===== src/rtl/scl_pkg.sv =====
package scl_pkg;

    typedef enum logic [1:0] {
        ST_IDLE = 2'd0,
        ST_LOW  = 2'd1,
        ST_HIGH = 2'd2
    } scl_state_e;

endpackage


===== src/rtl/scl_cfg_latch.sv =====
// Captures the prescale value and the selected phase lengths at each start.
module scl_cfg_latch #(
    parameter int PSC_W    = 8,
    parameter int CNT_W    = 8,
    parameter int LEN_W    = CNT_W + 1,
    parameter int LOW_OFS  = 7,
    parameter int HIGH_OFS = 5
) (
    input  logic                 clk,
    input  logic                 rst_n,
    input  logic                 enable,
    input  logic                 load,
    input  logic                 hs_sel,
    input  logic [PSC_W-1:0]     psc_val,
    input  logic [2*CNT_W-1:0]   scll_word,
    input  logic [2*CNT_W-1:0]   sclh_word,
    output logic [PSC_W-1:0]     psc_q,
    output logic [LEN_W-1:0]     low_len_q,
    output logic [LEN_W-1:0]     high_len_q,
    output logic [LEN_W-1:0]     half_high_q
);

    logic [CNT_W-1:0] low_sel;
    logic [CNT_W-1:0] high_sel;
    logic [LEN_W-1:0] low_len_d;
    logic [LEN_W-1:0] high_len_d;

    // High-speed counts live in the upper byte lane of each word.
    always_comb begin
        low_sel    = hs_sel ? scll_word[2*CNT_W-1:CNT_W] : scll_word[CNT_W-1:0];
        high_sel   = hs_sel ? sclh_word[2*CNT_W-1:CNT_W] : sclh_word[CNT_W-1:0];
        low_len_d  = LEN_W'(low_sel)  + LEN_W'(LOW_OFS);
        high_len_d = LEN_W'(high_sel) + LEN_W'(HIGH_OFS);
    end

    always_ff @(posedge clk or negedge rst_n) begin
        if (!rst_n) begin
            psc_q       <= '0;
            low_len_q   <= '0;
            high_len_q  <= '0;
            half_high_q <= '0;
        end else if (!enable) begin
            psc_q       <= '0;
            low_len_q   <= '0;
            high_len_q  <= '0;
            half_high_q <= '0;
        end else if (load) begin
            psc_q       <= psc_val;
            low_len_q   <= low_len_d;
            high_len_q  <= high_len_d;
            half_high_q <= high_len_d >> 1;
        end
    end

endmodule


===== src/rtl/scl_presc.sv =====
// Divides the functional clock by (psc_q + 1) into a one-cycle tick.
module scl_presc #(
    parameter int PSC_W = 8
) (
    input  logic             clk,
    input  logic             rst_n,
    input  logic             active,
    input  logic [PSC_W-1:0] psc_q,
    output logic             tick,
    output logic             at_zero
);

    logic [PSC_W-1:0] div_cnt;

    always_ff @(posedge clk or negedge rst_n) begin
        if (!rst_n) begin
            div_cnt <= '0;
        end else if (!active) begin
            div_cnt <= '0;
        end else if (div_cnt == psc_q) begin
            div_cnt <= '0;
        end else begin
            div_cnt <= div_cnt + PSC_W'(1);
        end
    end

    assign tick    = active && (div_cnt == psc_q);
    assign at_zero = (div_cnt == '0);

endmodule


===== src/rtl/scl_phase_fsm.sv =====
// Idle / low / high sequencer with a tick counter per phase.
module scl_phase_fsm
    import scl_pkg::*;
#(
    parameter int LEN_W = 9
) (
    input  logic             clk,
    input  logic             rst_n,
    input  logic             enable,
    input  logic             run,
    input  logic             tick,
    input  logic [LEN_W-1:0] low_len,
    input  logic [LEN_W-1:0] high_len,
    output scl_state_e       state,
    output logic [LEN_W-1:0] ph_cnt,
    output logic             start
);

    scl_state_e       nxt;
    logic [LEN_W-1:0] cur_len;
    logic             phase_end;

    always_comb begin
        cur_len   = (state == ST_HIGH) ? high_len : low_len;
        phase_end = tick && (ph_cnt == (cur_len - LEN_W'(1)));
    end

    // Next-state logic
    always_comb begin
        nxt   = state;
        start = 1'b0;
        if (!enable) begin
            nxt = ST_IDLE;
        end else begin
            unique case (state)
                ST_IDLE: begin
                    if (run) begin
                        nxt   = ST_LOW;
                        start = 1'b1;
                    end
                end
                ST_LOW: begin
                    if (phase_end) nxt = ST_HIGH;
                end
                ST_HIGH: begin
                    if (phase_end) nxt = run ? ST_LOW : ST_IDLE;
                end
                default: nxt = ST_IDLE;
            endcase
        end
    end

    // State register and phase tick counter
    always_ff @(posedge clk or negedge rst_n) begin
        if (!rst_n) begin
            state  <= ST_IDLE;
            ph_cnt <= '0;
        end else begin
            state <= nxt;
            if (!enable || state == ST_IDLE || phase_end) begin
                ph_cnt <= '0;
            end else if (tick) begin
                ph_cnt <= ph_cnt + LEN_W'(1);
            end
        end
    end

endmodule


===== src/rtl/scl_rate_gen.sv =====
// SCL bit-rate generator top.
module scl_rate_gen
    import scl_pkg::*;
#(
    parameter int PSC_W    = 8,
    parameter int CNT_W    = 8,
    parameter int LOW_OFS  = 7,
    parameter int HIGH_OFS = 5
) (
    input  logic               clk,
    input  logic               rst_n,
    input  logic               enable,
    input  logic [PSC_W-1:0]   psc_val,
    input  logic [2*CNT_W-1:0] scll_word,
    input  logic [2*CNT_W-1:0] sclh_word,
    input  logic               hs_sel,
    input  logic               run,
    output logic               samp_tick,
    output logic               scl_o,
    output logic               drive_stb,
    output logic               sample_stb
);

    localparam int LEN_W = CNT_W + 1;

    scl_state_e       state;
    logic [LEN_W-1:0] ph_cnt;
    logic             start;
    logic [PSC_W-1:0] psc_q;
    logic [LEN_W-1:0] low_len_q;
    logic [LEN_W-1:0] high_len_q;
    logic [LEN_W-1:0] half_high_q;
    logic             tick;
    logic             at_zero;
    logic             presc_active;

    assign presc_active = enable && (state != ST_IDLE);

    scl_cfg_latch #(
        .PSC_W    (PSC_W),
        .CNT_W    (CNT_W),
        .LEN_W    (LEN_W),
        .LOW_OFS  (LOW_OFS),
        .HIGH_OFS (HIGH_OFS)
    ) u_cfg (
        .clk         (clk),
        .rst_n       (rst_n),
        .enable      (enable),
        .load        (start),
        .hs_sel      (hs_sel),
        .psc_val     (psc_val),
        .scll_word   (scll_word),
        .sclh_word   (sclh_word),
        .psc_q       (psc_q),
        .low_len_q   (low_len_q),
        .high_len_q  (high_len_q),
        .half_high_q (half_high_q)
    );

    scl_presc #(
        .PSC_W (PSC_W)
    ) u_presc (
        .clk     (clk),
        .rst_n   (rst_n),
        .active  (presc_active),
        .psc_q   (psc_q),
        .tick    (tick),
        .at_zero (at_zero)
    );

    scl_phase_fsm #(
        .LEN_W (LEN_W)
    ) u_fsm (
        .clk      (clk),
        .rst_n    (rst_n),
        .enable   (enable),
        .run      (run),
        .tick     (tick),
        .low_len  (low_len_q),
        .high_len (high_len_q),
        .state    (state),
        .ph_cnt   (ph_cnt),
        .start    (start)
    );

    // Output decode
    always_comb begin
        samp_tick  = tick;
        scl_o      = (state != ST_LOW);
        drive_stb  = enable && (state == ST_LOW) && at_zero && (ph_cnt == '0);
        sample_stb = enable && (state == ST_HIGH) && at_zero && (ph_cnt == half_high_q);
    end

endmodule


===== config.mk =====
export PLATFORM = sky130hd
export DESIGN_NAME = scl_rate_gen
export DESIGN_NICKNAME = d
export VERILOG_FILES = /design/src/rtl/scl_pkg.sv /design/src/rtl/scl_cfg_latch.sv /design/src/rtl/scl_presc.sv /design/src/rtl/scl_phase_fsm.sv /design/src/rtl/scl_rate_gen.sv
export SDC_FILE = /design/constraint.sdc
export NUM_CORES = 1
export LEC_CHECK = 0
export CORE_ASPECT_RATIO = 0.7
export CORE_UTILIZATION = 49
export DETAILED_ROUTE_END_ITERATION = 8
export PLACE_DENSITY = 0.77
export SLEW_MARGIN = 0
export SYNTH_ARGS = -nofsm -noshare
export SYNTH_HDL_FRONTEND = slang
export SYNTH_SLANG_ARGS = --single-unit

===== constraint.sdc =====
create_clock -name clk -period 2.43 [get_ports clk]
set_input_delay 0.486 -clock clk [delete_from_list [all_inputs] [get_ports clk]]
set_output_delay 0.486 -clock clk [all_outputs]
set_load 0.05 [all_outputs]

# Yosys cells after proc, flatten, opt, wreduce, memory -nomap -nowiden
# Index checks and enable logic that the tools add are counted.
# Widths: inputs -> output; s select.
# totals
regBits	54
inputBits	45
output_inout_bits	4
elab_cells	64
# op_classes
addsub	5
n_eq_ne	10
muxes	24
reduce_logical	18
# ops
operator	n
$mux 9	9
$mux 8	6
$add 8x3->9 const B	2
$eq 9x9->1	2
$add 9x1->9 const B	1
$logic_and 1x1->1	9
$logic_not 9->1	1
$sub 9x1->9 const B	1
$add 8x1->8 const B	1
$eq 8x8->1	1
$logic_not 8->1	1
$mux 2	4
$ne 3x2->1 const B	2
$pmux 2 s3	1
$mux 1	4
$ne 2x1->1 const B	2
$reduce_bool 2->1	2
$ne 3x3->1 const B	1
$reduce_and 3->1	1
$eq 2x1->1 const B	1
$eq 2x2->1 const B	1
$logic_not 2->1	1
$logic_or 1x1->1	2
$logic_not 1->1	1

# Logic depth before layout (Yosys ltp)
# Gate-level depths: netlist (run 1).
# depth
word_depth	8
depth_mapped	10
mapped_depth_nobuf	9

# By module
# Synthesis (run 1) repeated with hierarchy kept, for this count alone.
# unflattened
hier_cells	353
area_unflattened_um2	3359.5
# by_module_without_submodules
module	n_inst	cells_per_inst	area_each_um2	seq_area_each_um2
scl_cfg_latch	1	173	1687.9	650.6
scl_phase_fsm	1	109	1001.0	275.3
scl_presc	1	51	523.0	200.2
scl_rate_gen	1	20	147.6	0.0

# Worst setup path after synthesis (run 1)
# Ideal clock, no wire load.
# synth_path
kind	input port to flip-flop
start	input enable
end	register u_fsm.state[0]
t_arrival_ps	3180
setup_slack_ps	-875
path_stages	7
cell_sequence	clkbuf_1 -> o21ai_0 -> nor3_1 -> nand4_1 -> nor4b_2 -> nand3_2 -> mux2_4
# synth_via
elab_chain_cells	5
word_cells_on_any_way	8
# synth_lines
element	line	rtl
start, declared	scl_rate_gen.sv:12	input logic enable,
$logic_and 1x1->1 (*)	scl_rate_gen.sv:37	assign presc_active = enable && (state != ST_IDLE);
$logic_and 1x1->1 (*)	scl_presc.sv:27	assign tick = active && (div_cnt == psc_q);
named net samp_tick	scl_rate_gen.sv:18	output logic samp_tick,
$logic_and 1x1->1 (*)	scl_phase_fsm.sv:25	phase_end = tick && (ph_cnt == (cur_len - LEN_W'(1)));
$ne 3x2->1 (no line)	--	
$reduce_and 3->1 (no line) (*)	--	
end signal, assigned	scl_phase_fsm.sv:59	state <= nxt;
end, declared	scl_phase_fsm.sv:14	output scl_state_e state,
# Mark *: on every way through the listed nets, which the timed path passes. The rest lies on a longest branch.
# A chain may end at the register's enable or synchronous reset.

# Final worst setup path (run 1)
# layout_path
start	register u_fsm.state[0]
end	register u_fsm.state[0]
# layout_via
elab_chain_cells	7
word_cells_on_any_way	16
# layout_lines
element	line	rtl
$eq 2x2->1	scl_phase_fsm.sv:24, scl_phase_fsm.sv:35	
$mux 9	scl_phase_fsm.sv:24	cur_len = (state == ST_HIGH) ? high_len : low_len;
$sub 9x1->9	scl_phase_fsm.sv:25	
$eq 9x9->1	scl_phase_fsm.sv:25	
$logic_and 1x1->1	scl_phase_fsm.sv:25	
$ne 3x2->1 (no line)	--	
$reduce_and 3->1 (no line)	--	
# Several ways; a longest one is shown, not always the timed one.

==> results.sh, run 1 <==
export IMPL_synth_edf_count=0
export IMPL_cts_htree_levels=2
export IMPL_die_w_um=94.75
export IMPL_cts_num_sinks=45
export IMPL_drv_slew=0
export IMPL_grt_pass1_vias=2407
export IMPL_place_hpwl_mm=5.646
export IMPL_io_pin_count=49
export IMPL_syn_area_um2=2950
export IMPL_synth_common_cells="45 x dfrtp_1, 42 x nand2_1, 30 x nor2_1, 29 x xnor2_1, 26 x o21ai_0"
export IMPL_drive_gt1_share_pct=20.35
export IMPL_synthCells=323
export IMPL_fin_nets=449
export IMPL_antenna_found_initial=0
export IMPL_start_util_pct=51.26
export IMPL_setup_worst_path_start_class="flop"
export IMPL_synth_top_area_cell="dfrtp_1"
export IMPL_timing_final_ws_setup_ps=-126.3
export IMPL_place_inst=459
export IMPL_regToRegStartpoint="u_fsm.state[0]$_DFFE_PN0P_"
export IMPL_hp_class="in2async"
export IMPL_num_vias=2569
export IMPL_ant_nets=0
export IMPL_dieHeight_um=66.92
export IMPL_numCtsBuffers=5
export IMPL_drc=0
export IMPL_cellPowerDensity_nw_per_um2=463.8
export IMPL_final_cell_count_no_fill=473
export IMPL_synth_area_top_cells="dfrtp_1 38%, xnor2_1 8.6%, mux2i_1 7.5%, xor2_1 7.1%, nand2_1 5.3%"
export IMPL_setup_tns_final_ps=-710.2
export IMPL_worstPathArrival_ps=2740
export IMPL_yosys_cell_count_top_type="dfrtp_1"
export IMPL_fin_util_pct=68.80
export IMPL_clk_latency_ps=290
export IMPL_grt_pass1_wl_mm=11.74
export IMPL_p_leak_nw=1.720
export IMPL_ys_ff_latch=45
export IMPL_overflow=0
export IMPL_cts_tree="built"
export IMPL_synthFlopType="dfrtp_1"
export IMPL_vdd_ir_drop_worst_v=0.0002508
export IMPL_clk_pin_slew_ps=90
export IMPL_finalCritPeriodShare_pct=105.2
export IMPL_whs_ps=208.9
export IMPL_cp_slowest_cell="dfrtp_1"
export IMPL_postCtsHoldBufs=0
export IMPL_dieArea_um2=6340
export IMPL_period_needed_ps=2556
export IMPL_rr_endpoint="u_fsm.state[0]$_DFFE_PN0P_"
export IMPL_root_buffer="clkbuf_8"
export IMPL_async_flop_share_pct=100.0
export IMPL_syn_to_final_growth_pct=34.22
export IMPL_rows=23
export IMPL_required_ps=2620
export IMPL_syn_nets=375
export IMPL_postSynthAreaPerCell_um2=9.134
export IMPL_ys_types=40
export IMPL_fillerInstances=467
export IMPL_via_per_inst=5.431
export IMPL_status="finished, violations left"
export IMPL_critical_path_class="reg2reg"
export IMPL_fin_worst_skew_ps=6.972
export IMPL_setup_viol=11
export IMPL_finalHoldViolCount=0
export IMPL_critPathMaxFanout=5
export IMPL_n_antenna_cell=0
export IMPL_power_total_w=0.001837
export IMPL_coreArea_um2=5756
export IMPL_cts_path_max_buffers=2
export IMPL_wire_per_inst_um=15.62
export IMPL_ff2ff_setup_slack_ps=-130
export IMPL_critPathMaxStageDelay_ps=430
export IMPL_worstMarginPinSlew_ps=648.9
export IMPL_max_slew_margin_pct=56.74
export IMPL_end_kind="flop"
export IMPL_fmax_mhz=391.2
export IMPL_crit_buf_inv=1
export IMPL_ys_seq_area_share_pct=38.17
export IMPL_routed_wl_mm=7.387
export IMPL_dr_pass1_iters=4
export IMPL_ys_warnings_count=0
export IMPL_portBuffers=48
export IMPL_rr_worst_depth=9
export IMPL_drtIter0Drc=124
export IMPL_grt_max_degree=30
export IMPL_crit_family="simple AND/OR/NAND/NOR gates"
export IMPL_synth_top_area_share_pct=38.17
export IMPL_gp_congestion=0.8286
export IMPL_failed_checks="setup timing"
export IMPL_grtUsageTotal_pct=24.64
export IMPL_cap_violations=0
export IMPL_path_cells="nor2b_4, mux2i_2, ha_2, buf_4, o211ai_1, o31ai_1, nor4b_4, nand3_2, mux2_4"
export IMPL_rsz0062_at_grt="true"
==> where the power goes <==
group          total, W  internal [W]  switching [W]
Clock          0.000458      0.000204       0.000254
Sequential     0.000842      0.000791      0.0000507
Combinational  0.000536      0.000266       0.000270
==> cells by family after synthesis <==
| family | Yosys count | share of synthesized area [%] |
|---|---|---|
| compound gates | 43 | 9.288 |
| mux | 29 | 10.35 |
| buf+inv | 24 | 3.223 |
| xor+xnor | 53 | 15.73 |
| simple gates | 122 | 20.27 |
| flops | 45 | 38.17 |
| fa+ha+maj | 7 | 2.968 |
==> cell type report <==
cell class | count | area (µm²) | share of cell area [%]
timing repair buffer | 83 | 770.7 | 19.46
multi-input combinational | 254 | 1854 | 46.82
tap | 75 | 93.84 | 2.370
inverter | 8 | 30.03 | 0.7583
clock inverter | 1 | 7.507 | 0.1896
sequential | 45 | 1127 | 28.47
clock buffer | 7 | 76.32 | 1.927
==> sequential cells by signal, indices dropped and copies added, names as in the netlist <==
| register | count |
|---|---|
| u_cfg.half_high_q | 1 |
| u_presc.div_cnt | 8 |
| u_fsm.state | 2 |
| u_fsm.ph_cnt | 9 |
| u_cfg.low_len_q | 9 |
| u_cfg.high_len_q | 8 |
| u_cfg.psc_q | 8 |
==> cell usage in the layout (no fill, tap or decap), types with 2 or more instances in the layout <==
cell	count
nor2_1	27
xor2_1	23
buf_4	34
dfrtp_1	44
nor2_2	3
clkdlybuf4s50_1	43
o21ai_0	24
mux2i_1	18
nand4_1	8
xnor2_1	27
mux2i_2	5
a21oi_1	3
and3_1	7
inv_1	8
or3_4	2
o31ai_1	4
ha_1	6
nor3_1	9
mux2_2	5
nor2b_1	3
xnor2_2	2
buf_12	3
clkbuf_8	5
a31o_2	2
nand2_1	42
clkbuf_1	2
nor4_4	2
nand3_1	8
==> through the flow <==
| stage | cell area [µm²] | worst slack, ps |
|---|---|---|
| finish | 3960 | -126.3 |
| global placement | 3736 | 12.59 |
| global route | 3960 | -221.7 |
| detailed placement | 3736 | -103.2 |
| floorplan | 2984 | -103.7 |
| CTS | 3864 | -74.47 |
==> routing by layer <==
metal	track usage, %	wire length (µm)	vias to the layer above
met3	5.708	547	8
li1	-	-	1250
met1	35.49	3459	1214
met5	0	0	-
met2	37.59	3323	97
met4	4.924	56	0
==> what timing repair did <==
item / CTS / global route
gates resized for setup: 6 / 14
buffers inserted: 2 / 4
cloned: 0 / 0
pin swaps: 2 / 20
setup endpoints to repair: 12 / 12
==> worst max path at each step <==
stage	startpoint	to	slack, ps	depth (start not counted)
floorplan	u_fsm.state[1]$_DFFE_PN0P_	u_fsm.state[0]$_DFFE_PN0P_	-100	10
global placement	u_fsm.state[0]$_DFFE_PN0P_	u_fsm.state[0]$_DFFE_PN0P_	10	8
detailed placement	u_fsm.state[0]$_DFFE_PN0P_	u_fsm.state[0]$_DFFE_PN0P_	-100	9
CTS	u_fsm.state[0]$_DFFE_PN0P_	u_fsm.state[0]$_DFFE_PN0P_	-70	8
global route	u_fsm.state[0]$_DFFE_PN0P_	u_fsm.state[0]$_DFFE_PN0P_	-220	9
finish	u_fsm.state[0]$_DFFE_PN0P_	u_fsm.state[0]$_DFFE_PN0P_	-130	9
(Power assumes the default switching activity.)
==> run 2: changes to the inputs <==
- GPL_ROUTABILITY_DRIVEN: default -> 0
==> results of run 2 <==
Final layout, timing and power as in run 1 (identical DEF).
